`src/rtl/gpb_pkg.sv`:
```
package gpb_pkg;
    typedef enum logic [2:0] {
        GPB_RD_IN   = 3'd0,
        GPB_SET     = 3'd1,
        GPB_CLR     = 3'd2,
        GPB_MK_IN   = 3'd3,
        GPB_MK_OUT  = 3'd4,
        GPB_RD_OUT  = 3'd5,
        GPB_RD_DIR  = 3'd6,
        GPB_RSVD    = 3'd7
    } gpb_op_e;
endpackage

```
`src/rtl/gpb_sync.sv`:
```
module gpb_sync #(
    parameter int WIDTH  = 18,
    parameter int STAGES = 2
) (
    input  logic             clk,
    input  logic             rst_n,
    input  logic [WIDTH-1:0] async_i,
    output logic [WIDTH-1:0] sync_o
);
    localparam int LAST = STAGES - 1;

    logic [WIDTH-1:0] stg_d [STAGES];
    logic [WIDTH-1:0] stg_q [STAGES];

    always_comb begin
        stg_d[0] = async_i;
        for (int k = 1; k < STAGES; k++) begin
            stg_d[k] = stg_q[k-1];
        end
    end

    always_ff @(posedge clk) begin
        for (int k = 0; k < STAGES; k++) begin
            if (!rst_n) stg_q[k] <= '0;
            else        stg_q[k] <= stg_d[k];
        end
    end

    assign sync_o = stg_q[LAST];

    // the last stage only ever takes the previous stage's value
    p_sync_shift_r9: assert property (@(posedge clk) disable iff (!rst_n)
        1'b1 |=> (sync_o == $past(stg_q[(LAST > 0) ? LAST-1 : 0]) || LAST == 0));
endmodule

```
`src/rtl/gpb_next.sv`:
```
module gpb_next
    import gpb_pkg::*;
#(
    parameter int               WIDTH    = 18,
    parameter logic [WIDTH-1:0] CHG_DATA = '1,
    parameter logic [WIDTH-1:0] CHG_DIR  = '1
) (
    input  gpb_op_e          op,
    input  logic [WIDTH-1:0] arg,
    input  logic [WIDTH-1:0] dout_cur,
    input  logic [WIDTH-1:0] oe_cur,
    input  logic [WIDTH-1:0] din_cur,
    output logic [WIDTH-1:0] dout_nxt,
    output logic [WIDTH-1:0] oe_nxt,
    output logic [WIDTH-1:0] rsp
);
    localparam logic [WIDTH-1:0] ALL_ONES = {WIDTH{1'b1}};

    logic [WIDTH-1:0] data_sel;
    logic [WIDTH-1:0] dir_sel;

    always_comb begin
        data_sel = arg & CHG_DATA;
        dir_sel  = arg & CHG_DIR;
        dout_nxt = dout_cur;
        oe_nxt   = oe_cur;
        rsp      = '0;
        case (op)
            GPB_SET: begin
                dout_nxt = dout_cur | data_sel;
                rsp      = dout_nxt;
            end
            GPB_CLR: begin
                dout_nxt = dout_cur & ~data_sel;
                rsp      = dout_nxt;
            end
            GPB_MK_IN: begin
                oe_nxt = oe_cur & ~dir_sel;
                rsp    = oe_nxt ^ ALL_ONES;
            end
            GPB_MK_OUT: begin
                oe_nxt = oe_cur | dir_sel;
                rsp    = oe_nxt;
            end
            GPB_RD_IN:  rsp = din_cur;
            GPB_RD_OUT: rsp = dout_cur;
            GPB_RD_DIR: rsp = oe_cur;
            default:    rsp = '0;
        endcase
    end
endmodule

```
`src/rtl/gpio_port_bank.sv`:
```
module gpio_port_bank
    import gpb_pkg::*;
#(
    parameter int               WIDTH       = 18,
    parameter logic [WIDTH-1:0] CHG_DATA    = 18'h3C3FF,
    parameter logic [WIDTH-1:0] CHG_DIR     = 18'h0FFF0,
    parameter logic [WIDTH-1:0] DOUT_RST    = 18'h00003,
    parameter logic [WIDTH-1:0] OE_RST      = 18'h00F00,
    parameter int               SYNC_STAGES = 2
) (
    input  logic             clk,
    input  logic             rst_n,
    input  logic             cmd_valid,
    input  logic [2:0]       cmd_op,
    input  logic [WIDTH-1:0] cmd_arg,
    input  logic [WIDTH-1:0] pin_in,
    output logic [WIDTH-1:0] dout_o,
    output logic [WIDTH-1:0] oe_o,
    output logic [WIDTH-1:0] din_o,
    output logic             rsp_valid_o,
    output logic [WIDTH-1:0] rsp_data_o
);
    localparam logic [WIDTH-1:0] ALL_ONES = {WIDTH{1'b1}};

    typedef struct packed {
        logic [WIDTH-1:0] dout;
        logic [WIDTH-1:0] oe;
        logic [WIDTH-1:0] rsp;
        logic             vld;
    } bank_t;

    bank_t            st_d, st_q;
    logic [WIDTH-1:0] din_sync;
    logic [WIDTH-1:0] dout_n, oe_n, rsp_n;
    gpb_op_e          op;

    assign op = gpb_op_e'(cmd_op);

    gpb_sync #(.WIDTH(WIDTH), .STAGES(SYNC_STAGES)) u_sync (
        .clk     (clk),
        .rst_n   (rst_n),
        .async_i (pin_in),
        .sync_o  (din_sync)
    );

    gpb_next #(.WIDTH(WIDTH), .CHG_DATA(CHG_DATA), .CHG_DIR(CHG_DIR)) u_next (
        .op       (op),
        .arg      (cmd_arg),
        .dout_cur (st_q.dout),
        .oe_cur   (st_q.oe),
        .din_cur  (din_sync),
        .dout_nxt (dout_n),
        .oe_nxt   (oe_n),
        .rsp      (rsp_n)
    );

    always_comb begin
        st_d     = st_q;
        st_d.vld = 1'b0;
        if (cmd_valid) begin
            st_d.dout = dout_n;
            st_d.oe   = oe_n;
            st_d.rsp  = rsp_n;
            st_d.vld  = 1'b1;
        end
    end

    always_ff @(posedge clk) begin
        if (!rst_n) begin
            st_q.dout <= DOUT_RST;
            st_q.oe   <= OE_RST;
            st_q.rsp  <= '0;
            st_q.vld  <= 1'b0;
        end else begin
            st_q <= st_d;
        end
    end

    assign dout_o      = st_q.dout;
    assign oe_o        = st_q.oe;
    assign din_o       = din_sync;
    assign rsp_valid_o = st_q.vld;
    assign rsp_data_o  = st_q.rsp;

    // protected data bits never move
    p_data_guard_r6: assert property (@(posedge clk) disable iff (!rst_n)
        1'b1 |=> (((dout_o ^ $past(dout_o)) & ~CHG_DATA) == '0));
    // protected direction bits never move
    p_dir_guard_r6: assert property (@(posedge clk) disable iff (!rst_n)
        1'b1 |=> (((oe_o ^ $past(oe_o)) & ~CHG_DIR) == '0));
    // a set never clears a data bit
    p_set_monotone_r2: assert property (@(posedge clk) disable iff (!rst_n)
        (cmd_valid && op == GPB_SET) |=> ((~dout_o & $past(dout_o)) == '0));
    // a clear never raises a data bit
    p_clr_monotone_r3: assert property (@(posedge clk) disable iff (!rst_n)
        (cmd_valid && op == GPB_CLR) |=> ((dout_o & ~$past(dout_o)) == '0));
    // make-inputs answers with the inverted direction
    p_mkin_rsp_r4: assert property (@(posedge clk) disable iff (!rst_n)
        (cmd_valid && op == GPB_MK_IN) |=> (rsp_data_o == (oe_o ^ ALL_ONES)));
    // make-outputs answers with the direction itself
    p_mkout_rsp_r5: assert property (@(posedge clk) disable iff (!rst_n)
        (cmd_valid && op == GPB_MK_OUT) |=> (rsp_data_o == oe_o));
    // every accepted command yields a response next cycle
    p_rsp_follows_r8: assert property (@(posedge clk) disable iff (!rst_n)
        cmd_valid |=> rsp_valid_o);
    // idle cycles hold state and give no response
    p_idle_hold_r11: assert property (@(posedge clk) disable iff (!rst_n)
        !cmd_valid |=> ($stable(dout_o) && $stable(oe_o) && !rsp_valid_o));
    // the reserved code leaves state alone and answers zero
    p_rsvd_inert_r10: assert property (@(posedge clk) disable iff (!rst_n)
        (cmd_valid && op == GPB_RSVD) |=> ($stable(dout_o) && $stable(oe_o) && rsp_data_o == '0));
endmodule

```
`config.mk`:
```
export PLATFORM = sky130hd
export DESIGN_NAME = gpio_port_bank
export DESIGN_NICKNAME = d
export VERILOG_FILES = /design/src/rtl/gpb_pkg.sv /design/src/rtl/gpb_sync.sv /design/src/rtl/gpb_next.sv /design/src/rtl/gpio_port_bank.sv
export SDC_FILE = /design/constraint.sdc
export NUM_CORES = 1
export LEC_CHECK = 0
export BUFFER_PORTS_ARGS = -buffer_cell sky130_fd_sc_hd__buf_2
export CELL_PAD_IN_SITES_DETAIL_PLACEMENT = 0
export CELL_PAD_IN_SITES_GLOBAL_PLACEMENT = 2
export CORE_MARGIN = 2
export CORE_UTILIZATION = 32
export CTS_CLUSTER_DIAMETER = 120
export DETAILED_ROUTE_END_ITERATION = 8
export PLACE_DENSITY_LB_ADDON = 0.1
export SYNTH_ARGS = -nofsm -noshare
export SYNTH_HDL_FRONTEND = slang
export SYNTH_SLANG_ARGS = --single-unit
```
`constraint.sdc`:
```
create_clock -name clk -period 4.55 [get_ports clk]
set_clock_uncertainty 0.1 [all_clocks]
set_input_delay 0.91 -clock clk [delete_from_list [all_inputs] [get_ports clk]]
set_output_delay 0.91 -clock clk [all_outputs]
set_load 0.01 [all_outputs]
```
==> results_tabular.tex, run 1 <==
\begin{tabular}{lr}
\hline
Metric & Value \\
\hline
\multicolumn{2}{l}{\textbf{Run status}} \\
\quad Result of the run & complete, no violations \\
\multicolumn{2}{l}{\textbf{Cells and area}} \\
\quad Diode count & 0 \\
\quad Final net count & 554 \\
\quad Fill count & roughly 1200 \\
\quad Layout area overhead & 21.0\% \\
\quad Commonest non-fill, non-tap cells in the layout & 104 x sky130\_fd\_sc\_hd\_\_buf\_2, 81 x sky130\_fd\_sc\_hd\_\_dfxtp\_1, 41 x sky130\_fd\_sc\_hd\_\_o21ai\_0, 37 x sky130\_fd\_sc\_hd\_\_and2\_1, 33 x sky130\_fd\_sc\_hd\_\_nand2\_1 \\
\quad Layout cell share with drive strength beyond 1 & approximately a quarter \\
\quad Sequential cell area in the final layout & approximately 0.0016 mm² \\
\quad Most common library cell in the layout ignoring fill and taps & sky130\_fd\_sc\_hd\_\_buf\_2 \\
\quad Area of combinational cells with multiple inputs & roughly 0.0019 mm² \\
\multicolumn{2}{l}{\textbf{Die}} \\
\quad Initial Util & about a third \\
\quad IO Pins & $\sim$120 \\
\quad Placeable core region & 0.0114 mm² \\
\quad Chip Height & approximately 110 µm \\
\quad DIE AREA & around 0.013 mm² \\
\quad Horizontal die dimension & 112 µm \\
\quad FP Rows & 39 \\
\multicolumn{2}{l}{\textbf{Global routing}} \\
\quad Overflow left after global routing & 0 \\
\quad Pin count of the biggest net entering global routing & 38 \\
\quad Wire length of the first global-routing pass & about 18 mm \\
\quad Vias in the first global route & 3180 \\
\quad Total track usage & 18.2\% \\
\quad Antenna violations before repair & 0 \\
\multicolumn{2}{l}{\textbf{Drt}} \\
\quad Via-to-Cell Ratio & 4.91 \\
\quad Total wire length & roughly 11 mm \\
\quad Total iterations of the first detailed-routing run & 6 \\
\quad Wire per inst & between 15 and 20 µm \\
\quad Number of remaining DRC errors & 0 \\
\quad Antenna Nets Post-Route & 0 \\
\quad Detailed router's first-iteration violation count & 143 \\
\quad Via total after detailed routing & 3236 \\
\multicolumn{2}{l}{\textbf{Place}} \\
\quad IO Port Bufs & approximately 100 \\
\quad Detail Placement HPWL & roughly 7.6 mm \\
\quad GP Congestion & a little under 0.8 \\
\multicolumn{2}{l}{\textbf{Pwr}} \\
\quad Sequential Power Share & a little under half \\
\quad Clk pwr share & 43.1\% \\
\quad Peak supply drop & $\sim$0.33 mV \\
\quad Internal power & 1.24 mW \\
\quad Fraction of power spent switching nets & between 20\% and 30\% \\
\quad Cell area power density & 369 mW/mm² \\
\quad Leakage power total & 1.99 nW \\
\quad Power share of the combinational group & about an eighth \\
\quad P\_sw & about 440 µW \\
\multicolumn{2}{l}{\textbf{Clock network}} \\
\quad Number of resized instances in the post-cts repair step & 0 \\
\quad Number of clock buffers inserted by TritonCTS & 9 \\
\quad Worst skew pair latency & $\sim$0.34 ns \\
\quad Clock tree buffer depth & 2 \\
\quad Root cell of the clock tree & sky130\_fd\_sc\_hd\_\_clkbuf\_16 \\
\quad Total of hold buffers inserted after clock tree synthesis & 0 \\
\quad CTS tree & done \\
\quad Clock-pin transition on the worst setup and hold timing paths & 0.06 ns \\
\quad Count of clock tree sinks & just over 80 \\
\quad H-tree levels & 3 \\
\quad Post CTS Setup Buffer Count & 0 \\
\multicolumn{2}{l}{\textbf{Timing}} \\
\quad Unrepaired setup endpoints after global routing & no \\
\quad Max-slew headroom & under 10\% \\
\quad Final Critical Period & 2.80 ns \\
\quad Worst hold margin & about 0.33 ns \\
\quad Slew at the pin closest to its max-slew limit & roughly 1.4 ns \\
\quad Final setup violation count & 0 \\
\quad Count of final hold-check violations & 0 \\
\quad Ratio of final minimum period to clock period & between 60\% and 70\% \\
\quad Max Clk Rate & approximately 360 MHz \\
\quad Sum of negative setup slack & 0 ns \\
\quad Number of pins exceeding their max-slew limit in the final report & 0 \\
\multicolumn{2}{l}{\textbf{Logic synthesis}} \\
\quad Share of the synthesized area in the top cell type & a little over two fifths \\
\quad Unique cell type count in the Yosys netlist & 52 \\
\quad Top post-synthesis cells by area & sky130\_fd\_sc\_hd\_\_dfxtp\_1 43\%, sky130\_fd\_sc\_hd\_\_and2\_1 6.2\%, sky130\_fd\_sc\_hd\_\_o21ai\_0 5.5\%, sky130\_fd\_sc\_hd\_\_nor2b\_1 5.2\%, sky130\_fd\_sc\_hd\_\_mux2i\_1 4.8\% \\
\quad Flop and latch count out of synthesis & 81 \\
\quad Post-synth EDFFs & 0 \\
\quad Synthesis warning total & 0 \\
\quad Portion of the post-synthesis area used by sequential elements & a little over two fifths \\
\quad Post-Synthesis Cells & between 400 and 500 \\
\quad Synthesized area per cell & just under 9 µm² \\
\quad Mapped Area & between 0.003 and 0.004 mm² \\
\quad Share of flip-flops with an asynchronous set or reset after synthesis & 0\% \\
\quad Post-synthesis cell type with the largest combined area & sky130\_fd\_sc\_hd\_\_dfxtp\_1 \\
\quad Commonest register cell after synthesis & sky130\_fd\_sc\_hd\_\_dfxtp\_1 \\
\multicolumn{2}{l}{\textbf{Critical path}} \\
\quad Crit path kind & primary input to register \\
\quad Startpoint kind of the worst setup timing path & primary input \\
\quad Worst setup slack for register-to-register paths & between 3 and 4 ns \\
\quad Maximum fanout along the worst path & 36 \\
\quad Data required time of the worst path & between 4 and 5 ns \\
\quad CP max stage delay & around 1.2 ns \\
\quad Arrival time worst endpoint & 2.90 ns \\
\quad Sequence of cells on the critical path & buf\_2, nor2b\_1, nand3\_1, mux2i\_1, nor2\_1 \\
\quad Library cell contributing the largest single delay on the critical path & sky130\_fd\_sc\_hd\_\_nor2b\_1 \\
\quad Endpoint kind of the worst setup timing path & register \\
\quad Worst r2r path cells & 4 \\
\multicolumn{2}{l}{\textbf{Flow run}} \\
\quad Reported max-cap violation count & 0 \\
\multicolumn{2}{l}{\textbf{Hold path}} \\
\quad Worst Hold Depth & 1 \\
\quad Worst min-delay path category & register to register \\
\hline
\end{tabular}
-- Yosys cell counts (3+ instances only) --
cell type	count
sky130_fd_sc_hd__a211oi_1	3
sky130_fd_sc_hd__a21o_1	6
sky130_fd_sc_hd__a21oi_1	14
sky130_fd_sc_hd__a221oi_1	3
sky130_fd_sc_hd__a31oi_1	6
sky130_fd_sc_hd__a32o_1	6
sky130_fd_sc_hd__and2_1	37
sky130_fd_sc_hd__buf_2	9
sky130_fd_sc_hd__buf_4	15
sky130_fd_sc_hd__buf_6	4
sky130_fd_sc_hd__clkbuf_1	11
sky130_fd_sc_hd__dfxtp_1	81
sky130_fd_sc_hd__inv_1	14
sky130_fd_sc_hd__mux2i_1	18
sky130_fd_sc_hd__nand2_1	33
sky130_fd_sc_hd__nand2b_1	3
sky130_fd_sc_hd__nand3_1	14
sky130_fd_sc_hd__nor2_1	19
sky130_fd_sc_hd__nor2b_1	31
sky130_fd_sc_hd__nor3_1	6
sky130_fd_sc_hd__o21ai_0	41
sky130_fd_sc_hd__o22ai_1	9
sky130_fd_sc_hd__o2bb2ai_1	8
-- power groups by stage --
| stage | Clock [mW] | Combinational (mW) | Sequential (mW) |
|---|---|---|---|
| 4_1_cts | 0.747 | 0.199 | 0.757 |
| 6_report | 0.723 | 0.198 | 0.757 |
| 3_3_place_gp | 0 | 0.199 | 0.773 |
| 2_1_floorplan | 0 | 0.125 | 0.778 |
| 5_1_grt | 0.771 | 0.220 | 0.760 |
| 3_5_place_dp | 0 | 0.198 | 0.773 |
-- worst max-delay path, delay by kind of cell --
kind          cells  cell delay [ns]
simple gates      3             1.43
mux               1             0.21
buf+inv           1             0.32
-- per-stage QoR --
step | cells | utilization, % | power [mW] | instance area, µm² | setup slack (ns)
finish | 659 | 39.8 | 1.68 | 4540 | 1.75
global route | 659 | 39.8 | 1.75 | 4540 | 1.64
CTS | 659 | 39.8 | 1.70 | 4540 | 1.81
detailed placement | 644 | 37.2 | 0.971 | 4250 | 1.44
global placement | 644 | 37.2 | 0.971 | 4250 | 1.44
floorplan | 436 | - | 0.903 | 3790 | 2.44
-- cell type report --
class,count,share of cell area (%)
multi-input combinational,299,40.9
sequential,81,35.7
timing repair buffer,106,11.8
clock buffer,9,4.96
tap,143,3.94
clock inverter,6,1.52
inverter,15,1.24
-- path summary, 6_finish.rpt --
| check | from | endpoint |
|---|---|---|
| max reg2reg | register | rsp_data_o[6] |
| min reg2reg | u_sync.stg_q[0][11] | u_sync.stg_q[1][11] |
| max | cmd_op[2] | register |
| min | u_sync.stg_q[0][11] | u_sync.stg_q[1][11] |
-- cell families after synthesis --
kind of cell,Yosys count,synth area share (%)
other,1,0.0999
AOI/OAI and AO/OA,114,20.2
DFF,81,43.2
muxes,19,5.10
xor gates and xnor gates,1,0.434
and+or+nand+nor,155,22.7
buffers and inverters,56,8.24
-- layer usage --
layer	wire length (µm)	part of all wire [%]	global-route usage, %
met2	4990	45	27.8
met1	5500	49	24.8
met4	80	0.72	4.39
met5	0	0	0
met3	622	5.6	6.10
Note: power is estimated with default switching activity, not from simulation.
==> inputs of run 2 (changes only) <==
--- a/config.mk
+++ b/config.mk
@@ -9,7 +9,7 @@
 export CELL_PAD_IN_SITES_DETAIL_PLACEMENT = 0
 export CELL_PAD_IN_SITES_GLOBAL_PLACEMENT = 2
 export CORE_MARGIN = 2
-export CORE_UTILIZATION = 32
+export CORE_UTILIZATION = 30
 export CTS_CLUSTER_DIAMETER = 120
 export DETAILED_ROUTE_END_ITERATION = 8
 export PLACE_DENSITY_LB_ADDON = 0.1
==> constraint.sdc (replaced) <==
create_clock -name clk -period 2.6 [get_ports clk]
set_clock_uncertainty 0.1 [all_clocks]
set_input_delay 0.52 -clock clk [delete_from_list [all_inputs] [get_ports clk]]
set_output_delay 0.52 -clock clk [all_outputs]
set_load 0.01 [all_outputs]
==> results_tabular.tex, run 2 (synthesis results as in run 1) <==
\begin{tabular}{lr}
\hline
Metric & Value \\
\hline
\multicolumn{2}{l}{\textbf{Timing}} \\
\quad Final setup violation count & 0 \\
\quad Number of pins exceeding their max-slew limit in the final report & 0 \\
\quad Crit path setup slack, layout & just over 0.8 ns \\
\quad Max-slew headroom & 64.9\% \\
\quad Sum of negative setup slack & 0 ns \\
\quad Unrepaired setup endpoints after global routing & no \\
\quad Final Critical Period & approximately 1.8 ns \\
\quad Ratio of final minimum period to clock period & 68.2\% \\
\quad Slew at the pin closest to its max-slew limit & 0.526 ns \\
\quad Count of final hold-check violations & 0 \\
\quad Max Clk Rate & roughly 560 MHz \\
\multicolumn{2}{l}{\textbf{Global routing}} \\
\quad Antenna violations before repair & 0 \\
\quad Pin count of the biggest net entering global routing & 39 \\
\quad Total track usage & 17.2\% \\
\quad Overflow left after global routing & 0 \\
\quad Vias in the first global route & between 3000 and 4000 \\
\quad Wire length of the first global-routing pass & about 17 mm \\
\multicolumn{2}{l}{\textbf{Cells and area}} \\
\quad Most common library cell in the layout ignoring fill and taps & sky130\_fd\_sc\_hd\_\_buf\_2 \\
\quad Final net count & 569 \\
\quad Commonest non-fill, non-tap cells in the layout & 104 x sky130\_fd\_sc\_hd\_\_buf\_2, 81 x sky130\_fd\_sc\_hd\_\_dfxtp\_1, 41 x sky130\_fd\_sc\_hd\_\_o21ai\_0, 37 x sky130\_fd\_sc\_hd\_\_and2\_1, 33 x sky130\_fd\_sc\_hd\_\_nand2\_1 \\
\quad Diode count & 0 \\
\quad Sequential cell area in the final layout & between 0.0015 and 0.002 mm² \\
\quad Number of standard cells in the layout, taps in and fillers out & 700 \\
\quad Layout area overhead & 24.9\% \\
\quad Layout cell share with drive strength beyond 1 & 27.6\% \\
\quad Area of combinational cells with multiple inputs & 0.00186 mm² \\
\quad Utilization after layout & between 30\% and 40\% \\
\quad Fill count & 1293 \\
\multicolumn{2}{l}{\textbf{Critical path}} \\
\quad Data required time of the worst path & 2.76 ns \\
\quad Startpoint kind of the worst setup timing path & primary input \\
\quad Maximum fanout along the worst path & 14 \\
\quad Source of the critical timing path & cmd\_op[2] \\
\quad Worst r2r path cells & 4 \\
\quad Endpoint kind of the worst setup timing path & register \\
\quad Worst setup slack for register-to-register paths & about 1.2 ns \\
\quad Crit path kind & primary input to register \\
\quad Capture point of the worst path & rsp\_data\_o[15] \\
\quad Arrival time worst endpoint & around 1.9 ns \\
\quad R2R Path End & rsp\_data\_o[6] \\
\multicolumn{2}{l}{\textbf{Clock network}} \\
\quad Number of clock buffers inserted by TritonCTS & 9 \\
\quad Worst skew pair latency & 0.34 ns \\
\quad Count of clock tree sinks & 81 \\
\quad H-tree levels & 3 \\
\quad Clock tree buffer depth & 2 \\
\quad Clock-pin transition on the worst setup and hold timing paths & about 0.06 ns \\
\quad Total of hold buffers inserted after clock tree synthesis & 0 \\
\quad Number of resized instances in the post-cts repair step & 0 \\
\quad CTS tree & done \\
\quad Post CTS Setup Buffer Count & 0 \\
\quad Root cell of the clock tree & sky130\_fd\_sc\_hd\_\_clkbuf\_16 \\
\multicolumn{2}{l}{\textbf{Drt}} \\
\quad Number of remaining DRC errors & 0 \\
\quad Antenna Nets Post-Route & 0 \\
\quad Via-to-Cell Ratio & about 4.8 \\
\quad Detailed router's first-iteration violation count & 160 \\
\quad Wire per inst & $\sim$16 µm \\
\quad Total wire length & 11.3 mm \\
\quad Total iterations of the first detailed-routing run & 4 \\
\quad Via total after detailed routing & around 3300 \\
\multicolumn{2}{l}{\textbf{Flow run}} \\
\quad Reported max-cap violation count & 0 \\
\multicolumn{2}{l}{\textbf{Die}} \\
\quad Horizontal die dimension & around 120 µm \\
\quad Chip Height & about 120 µm \\
\quad IO Pins & 115 \\
\quad DIE AREA & between 0.01 and 0.015 mm² \\
\quad FP Rows & 40 \\
\quad Placeable core region & around 0.012 mm² \\
\quad Initial Util & between 30\% and 40\% \\
\multicolumn{2}{l}{\textbf{Place}} \\
\quad GP Congestion & between 0.7 and 0.8 \\
\quad Worst slack at placement & about 0.48 ns \\
\quad Dpl cells & 684 \\
\quad Detail Placement HPWL & between 8 and 9 mm \\
\quad IO Port Bufs & between 100 and 150 \\
\multicolumn{2}{l}{\textbf{Pwr}} \\
\quad Leakage power total & just over 2 nW \\
\quad Cell area power density & between 600 and 700 mW/mm² \\
\quad Peak supply drop & 0.283 mV \\
\multicolumn{2}{l}{\textbf{Run status}} \\
\quad Result of the run & complete, no violations \\
\multicolumn{2}{l}{\textbf{Hold path}} \\
\quad Worst min-delay path category & primary input to register \\
\hline
\end{tabular}
-- run 2: changes by cell type in the layout (fill, tap and decap cells not counted) --
| cell | delta |
|---|---|
| sky130_fd_sc_hd__inv_6 | +1 |
| sky130_fd_sc_hd__clkbuf_1 | +1 |
| sky130_fd_sc_hd__clkinv_2 | +1 |
| sky130_fd_sc_hd__clkinv_4 | -2 |
| sky130_fd_sc_hd__buf_4 | +15 |
-- run 2: how the worst min path moves through the flow --
stage,slack (ns),startpoint,cells past startpoint,end
2_1_floorplan,0.31,u_sync.stg_q[0][0],1,u_sync.stg_q[1][0]
4_1_cts,0.27,pin_in[1],2,u_sync.stg_q[0][1]
3_5_place_dp,0.32,u_sync.stg_q[0][11],1,u_sync.stg_q[1][11]
6_report,0.28,pin_in[14],2,u_sync.stg_q[0][14]
5_1_grt,0.28,pin_in[6],2,u_sync.stg_q[0][6]
3_3_place_gp,0.32,u_sync.stg_q[0][17],1,u_sync.stg_q[1][17]
-- run 2: critical path, cell delays in order --
cell	delay, ns
sky130_fd_sc_hd__buf_2	0.23
sky130_fd_sc_hd__buf_4	0.25
sky130_fd_sc_hd__inv_1	0.11
sky130_fd_sc_hd__nor2_1	0.41
sky130_fd_sc_hd__o21ai_0	0.18
sky130_fd_sc_hd__a41oi_1	0.23
-- run 2: power by group --
group | leakage [nW] | internal, mW | switching (mW) | total [mW]
clock | 0.143 | 0.747 | 0.520 | 1.27
combinational | 1.26 | 0.150 | 0.214 | 0.364
sequential | 0.664 | 1.29 | 0.0322 | 1.33
total | 2.07 | 2.19 | 0.767 | 2.96
-- run 2: cell type report --
class	count	share of cell area, %
multi-input combinational	299	39.6
sequential	81	34.6
timing repair buffer	121	13.8
clock buffer	10	4.89
tap	168	4.49
clock inverter	6	1.39
inverter	15	1.20
-- run 2: stage by stage --
| step | total power, mW | area (µm²) | hold slack (ns) |
|---|---|---|---|
| floorplan | 1.58 | 3790 | 0.312 |
| global placement | 1.72 | 4390 | 0.315 |
| detailed placement | 1.72 | 4390 | 0.318 |
| CTS | 3.00 | 4690 | 0.271 |
| global route | 3.08 | 4690 | 0.276 |
| finish | 2.96 | 4690 | 0.285 |
-- run 2: routing by layer --
layer	share of wire, %	GRT usage, %	vias up	wire length [µm]
met5	0	0	-	0
met4	1.9	6.90	0	212
met3	5.1	4.03	13	574
met2	43	25.5	91	4930
met1	50	24.2	1581	5630
li1	-	-	1662	-
==> inputs of run 3 (changes only) <==
--- a/config.mk
+++ b/config.mk
@@ -5,11 +5,12 @@
 export SDC_FILE = /design/constraint.sdc
 export NUM_CORES = 1
 export LEC_CHECK = 0
+export ABC_AREA = 1
 export BUFFER_PORTS_ARGS = -buffer_cell sky130_fd_sc_hd__buf_2
 export CELL_PAD_IN_SITES_DETAIL_PLACEMENT = 0
 export CELL_PAD_IN_SITES_GLOBAL_PLACEMENT = 2
 export CORE_MARGIN = 2
-export CORE_UTILIZATION = 30
+export CORE_UTILIZATION = 24
 export CTS_CLUSTER_DIAMETER = 120
 export DETAILED_ROUTE_END_ITERATION = 8
 export PLACE_DENSITY_LB_ADDON = 0.1
==> constraint.sdc (replaced) <==
create_clock -name clk -period 1.6 [get_ports clk]
set_clock_uncertainty 0.1 [all_clocks]
set_input_delay 0.32 -clock clk [delete_from_list [all_inputs] [get_ports clk]]
set_output_delay 0.32 -clock clk [all_outputs]
set_load 0.01 [all_outputs]
==> results_tabular.tex, run 3 <==
\begin{tabular}{lr}
\hline
Metric & Value \\
\hline
\multicolumn{2}{l}{\textbf{Clock network}} \\
\quad Count of clock tree sinks & slightly above 80 \\
\quad CTS tree & done \\
\quad Root cell of the clock tree & sky130\_fd\_sc\_hd\_\_clkbuf\_16 \\
\quad Worst skew pair latency & $\sim$0.33 ns \\
\quad Post CTS Setup Buffer Count & 0 \\
\quad Number of clock buffers inserted by TritonCTS & 9 \\
\quad Number of resized instances in the post-cts repair step & 0 \\
\quad H-tree levels & 3 \\
\quad Clock-pin transition on the worst setup and hold timing paths & 0.06 ns \\
\quad Clock tree buffer depth & 2 \\
\quad Total of hold buffers inserted after clock tree synthesis & 0 \\
\multicolumn{2}{l}{\textbf{Critical path}} \\
\quad Startpoint kind of the worst setup timing path & register \\
\quad Top cell family by delay on the critical path & flip-flops \\
\quad Data required time of the worst path & around 1.2 ns \\
\quad Arrival time worst endpoint & $\sim$0.96 ns \\
\quad Critical path depth & 1 \\
\quad Endpoint kind of the worst setup timing path & primary output \\
\quad R2R Path End & rsp\_data\_o[7] \\
\quad Library cell contributing the largest single delay on the critical path & sky130\_fd\_sc\_hd\_\_dfxtp\_1 \\
\quad Sequence of cells on the critical path & buf\_2 \\
\quad Crit path kind & register to primary output \\
\quad CP max stage delay & 0.45 ns \\
\quad Worst r2r path cells & 6 \\
\quad Worst setup slack for register-to-register paths & approximately 0.43 ns \\
\quad Maximum fanout along the worst path & 5 \\
\quad Number of buffers and inverters on the critical path & 1 \\
\quad Capture point of the worst path & oe\_o[7] \\
\multicolumn{2}{l}{\textbf{Logic synthesis}} \\
\quad Post-synth EDFFs & 0 \\
\quad Mux share of post-synthesis cell area & 0\% \\
\quad Post-Synthesis Cells & between 600 and 700 \\
\quad Most used standard cell by instance count after synthesis & sky130\_fd\_sc\_hd\_\_nand2\_1 \\
\quad Basic-gate share of the synthesized area counting and, or, nand and nor cells & 36.9\% \\
\quad Unique cell type count in the Yosys netlist & 23 \\
\quad Adder-cell share of the synthesized area & 0\% \\
\quad Largest family of logic cells by synthesized area & simple AND/OR/NAND/NOR gates \\
\quad Top cell types by occurrence after synthesis & 202 x sky130\_fd\_sc\_hd\_\_nand2\_1, 81 x sky130\_fd\_sc\_hd\_\_dfxtp\_1, 80 x sky130\_fd\_sc\_hd\_\_nand3\_1 \\
\quad Flop and latch count out of synthesis & around 80 \\
\quad Post-synthesis cell type with the largest combined area & sky130\_fd\_sc\_hd\_\_dfxtp\_1 \\
\quad Mapped Area & 0.00393 mm² \\
\quad Share of the synthesized area in the top cell type & roughly two fifths \\
\quad Share of flip-flops with an asynchronous set or reset after synthesis & 0\% \\
\quad Commonest register cell after synthesis & sky130\_fd\_sc\_hd\_\_dfxtp\_1 \\
\quad Portion of the post-synthesis area used by sequential elements & 41.3\% \\
\quad Synthesized area per cell & roughly 6.4 µm² \\
\quad Synthesized-area fraction occupied by xor and xnor cells & 0\% \\
\quad Complex-gate fraction of the synthesized area & about 8\% \\
\quad Top post-synthesis cells by area & sky130\_fd\_sc\_hd\_\_dfxtp\_1 41\%, sky130\_fd\_sc\_hd\_\_nand2\_1 19\%, sky130\_fd\_sc\_hd\_\_nand3\_1 10\%, sky130\_fd\_sc\_hd\_\_inv\_1 7.5\%, sky130\_fd\_sc\_hd\_\_a21oi\_1 5.2\% \\
\quad Synthesis warning total & 0 \\
\multicolumn{2}{l}{\textbf{Drt}} \\
\quad Via-to-Cell Ratio & 4.20 \\
\quad Detailed router's first-iteration violation count & 262 \\
\quad Number of remaining DRC errors & 0 \\
\quad Total iterations of the first detailed-routing run & 5 \\
\quad Wire per inst & around 14 µm \\
\quad Via total after detailed routing & slightly below 4000 \\
\quad Total wire length & $\sim$13 mm \\
\quad Antenna Nets Post-Route & 0 \\
\multicolumn{2}{l}{\textbf{Global routing}} \\
\quad Vias in the first global route & about 3800 \\
\quad Pin count of the biggest net entering global routing & 44 \\
\quad Wire length of the first global-routing pass & between 20 and 25 mm \\
\quad Total track usage & between 10\% and 20\% \\
\quad Antenna violations before repair & 0 \\
\quad Overflow left after global routing & 0 \\
\multicolumn{2}{l}{\textbf{Die}} \\
\quad FP Rows & 46 \\
\quad Horizontal die dimension & roughly 130 µm \\
\quad Chip Height & around 130 µm \\
\quad DIE AREA & approximately 0.017 mm² \\
\quad Initial Util & between 20\% and 30\% \\
\quad IO Pins & between 100 and 150 \\
\quad Placeable core region & roughly 0.016 mm² \\
\multicolumn{2}{l}{\textbf{Timing}} \\
\quad Final setup violation count & 0 \\
\quad Count of final hold-check violations & 0 \\
\quad Unrepaired setup endpoints after global routing & no \\
\quad Max Clk Rate & 723 MHz \\
\quad Final Critical Period & approximately 1.4 ns \\
\quad Ratio of final minimum period to clock period & a little under nine tenths \\
\quad Number of pins exceeding their max-slew limit in the final report & 0 \\
\multicolumn{2}{l}{\textbf{Cells and area}} \\
\quad Final net count & 767 \\
\quad Commonest non-fill, non-tap cells in the layout & 202 x sky130\_fd\_sc\_hd\_\_nand2\_1, 104 x sky130\_fd\_sc\_hd\_\_buf\_2, 81 x sky130\_fd\_sc\_hd\_\_dfxtp\_1, 80 x sky130\_fd\_sc\_hd\_\_nand3\_1, 78 x sky130\_fd\_sc\_hd\_\_inv\_1 \\
\quad Most common library cell in the layout ignoring fill and taps & sky130\_fd\_sc\_hd\_\_nand2\_1 \\
\quad Utilization after layout & approximately a third \\
\quad Layout cell share with drive strength beyond 1 & between 20\% and 30\% \\
\quad Layout area overhead & 30.3\% \\
\quad Diode count & 0 \\
\multicolumn{2}{l}{\textbf{Place}} \\
\quad Detail Placement HPWL & 9.50 mm \\
\quad GP Congestion & roughly 0.78 \\
\quad IO Port Bufs & roughly 100 \\
\multicolumn{2}{l}{\textbf{Hold path}} \\
\quad Worst min-delay path category & primary input to register \\
\multicolumn{2}{l}{\textbf{Pwr}} \\
\quad Cell area power density & between 900 and 1000 mW/mm² \\
\quad Peak supply drop & between 0.4 and 0.5 mV \\
\quad Leakage power total & around 2.7 nW \\
\quad Tot Pwr & roughly 4.8 mW \\
\multicolumn{2}{l}{\textbf{Flow run}} \\
\quad Reported max-cap violation count & 0 \\
\multicolumn{2}{l}{\textbf{Run status}} \\
\quad Result of the run & complete, no violations \\
\hline
\end{tabular}
## run 3: cell types whose count changed after synthesis, moves of 7 or more
cell,delta
sky130_fd_sc_hd__inv_1,+64
sky130_fd_sc_hd__nor2_1,+32
sky130_fd_sc_hd__mux2i_1,-18
sky130_fd_sc_hd__nor2b_1,-31
sky130_fd_sc_hd__clkbuf_1,+7
sky130_fd_sc_hd__nand2_1,+169
sky130_fd_sc_hd__a21oi_1,+27
sky130_fd_sc_hd__o22ai_1,-8
sky130_fd_sc_hd__o2bb2ai_1,-8
sky130_fd_sc_hd__and2_1,-37
sky130_fd_sc_hd__nand3_1,+66
sky130_fd_sc_hd__o21ai_0,-27
## run 3: final cells by class
cell class,count,area (µm²)
Fill cell,1801,10800
Multi-Input combinational cell,416,1810
Sequential cell,81,1620
Timing Repair Buffer,138,838
Inverter,79,297
Tap cell,216,270
Clock buffer,12,256
Clock inverter,4,27.5
## run 3: worst min-delay path by stage
stage,cells after the start,endpoint,from
floorplan,2,u_sync.stg_q[1][0],u_sync.stg_q[0][0]
global placement,2,u_sync.stg_q[1][4],u_sync.stg_q[0][4]
detailed placement,2,u_sync.stg_q[1][4],u_sync.stg_q[0][4]
CTS,3,u_sync.stg_q[0][5],pin_in[5]
global route,3,u_sync.stg_q[0][5],pin_in[5]
finish,3,u_sync.stg_q[0][5],pin_in[5]
## run 3: logic make-up (layout without fill, tap and decap cells)
group | after synthesis | after routing
and+or+nand+nor | 346 | 346
buffers and inverters | 122 | 233
DFF | 81 | 81
AOI/OAI and AO/OA | 60 | 60
other | 1 | 10
## run 3: metrics by stage
stage	hold WS, ns	setup slack [ns]	std cells	cell area, µm²	setup TNS (ns)
2_1_floorplan	0.290	0.0392	619	3960	0
3_3_place_gp	0.295	-0.0218	930	4830	-0.0803
3_5_place_dp	0.297	-0.0705	930	4830	-0.649
4_1_cts	0.0418	0.208	946	5120	0
5_1_grt	0.0566	0.123	946	5120	0
6_report	0.0584	0.218	946	5120	0
## run 3: per-layer routing
metal / up-vias / track usage, % / part of all wire (%)
li1: 2111 / - / -
met1: 1741 / 20.4 / 50
met2: 107 / 23.6 / 44
met3: 11 / 3.42 / 5.5
met4: 0 / 4.47 / 1.1
met5: - / 0 / 0
## run 3: where the power goes
part | internal [mW] | total [mW] | switching [mW]
logic | 0.246 | 0.645 | 0.399
registers | 2.10 | 2.16 | 0.0579
clock network | 1.14 | 1.98 | 0.845
total | 3.49 | 4.79 | 1.30
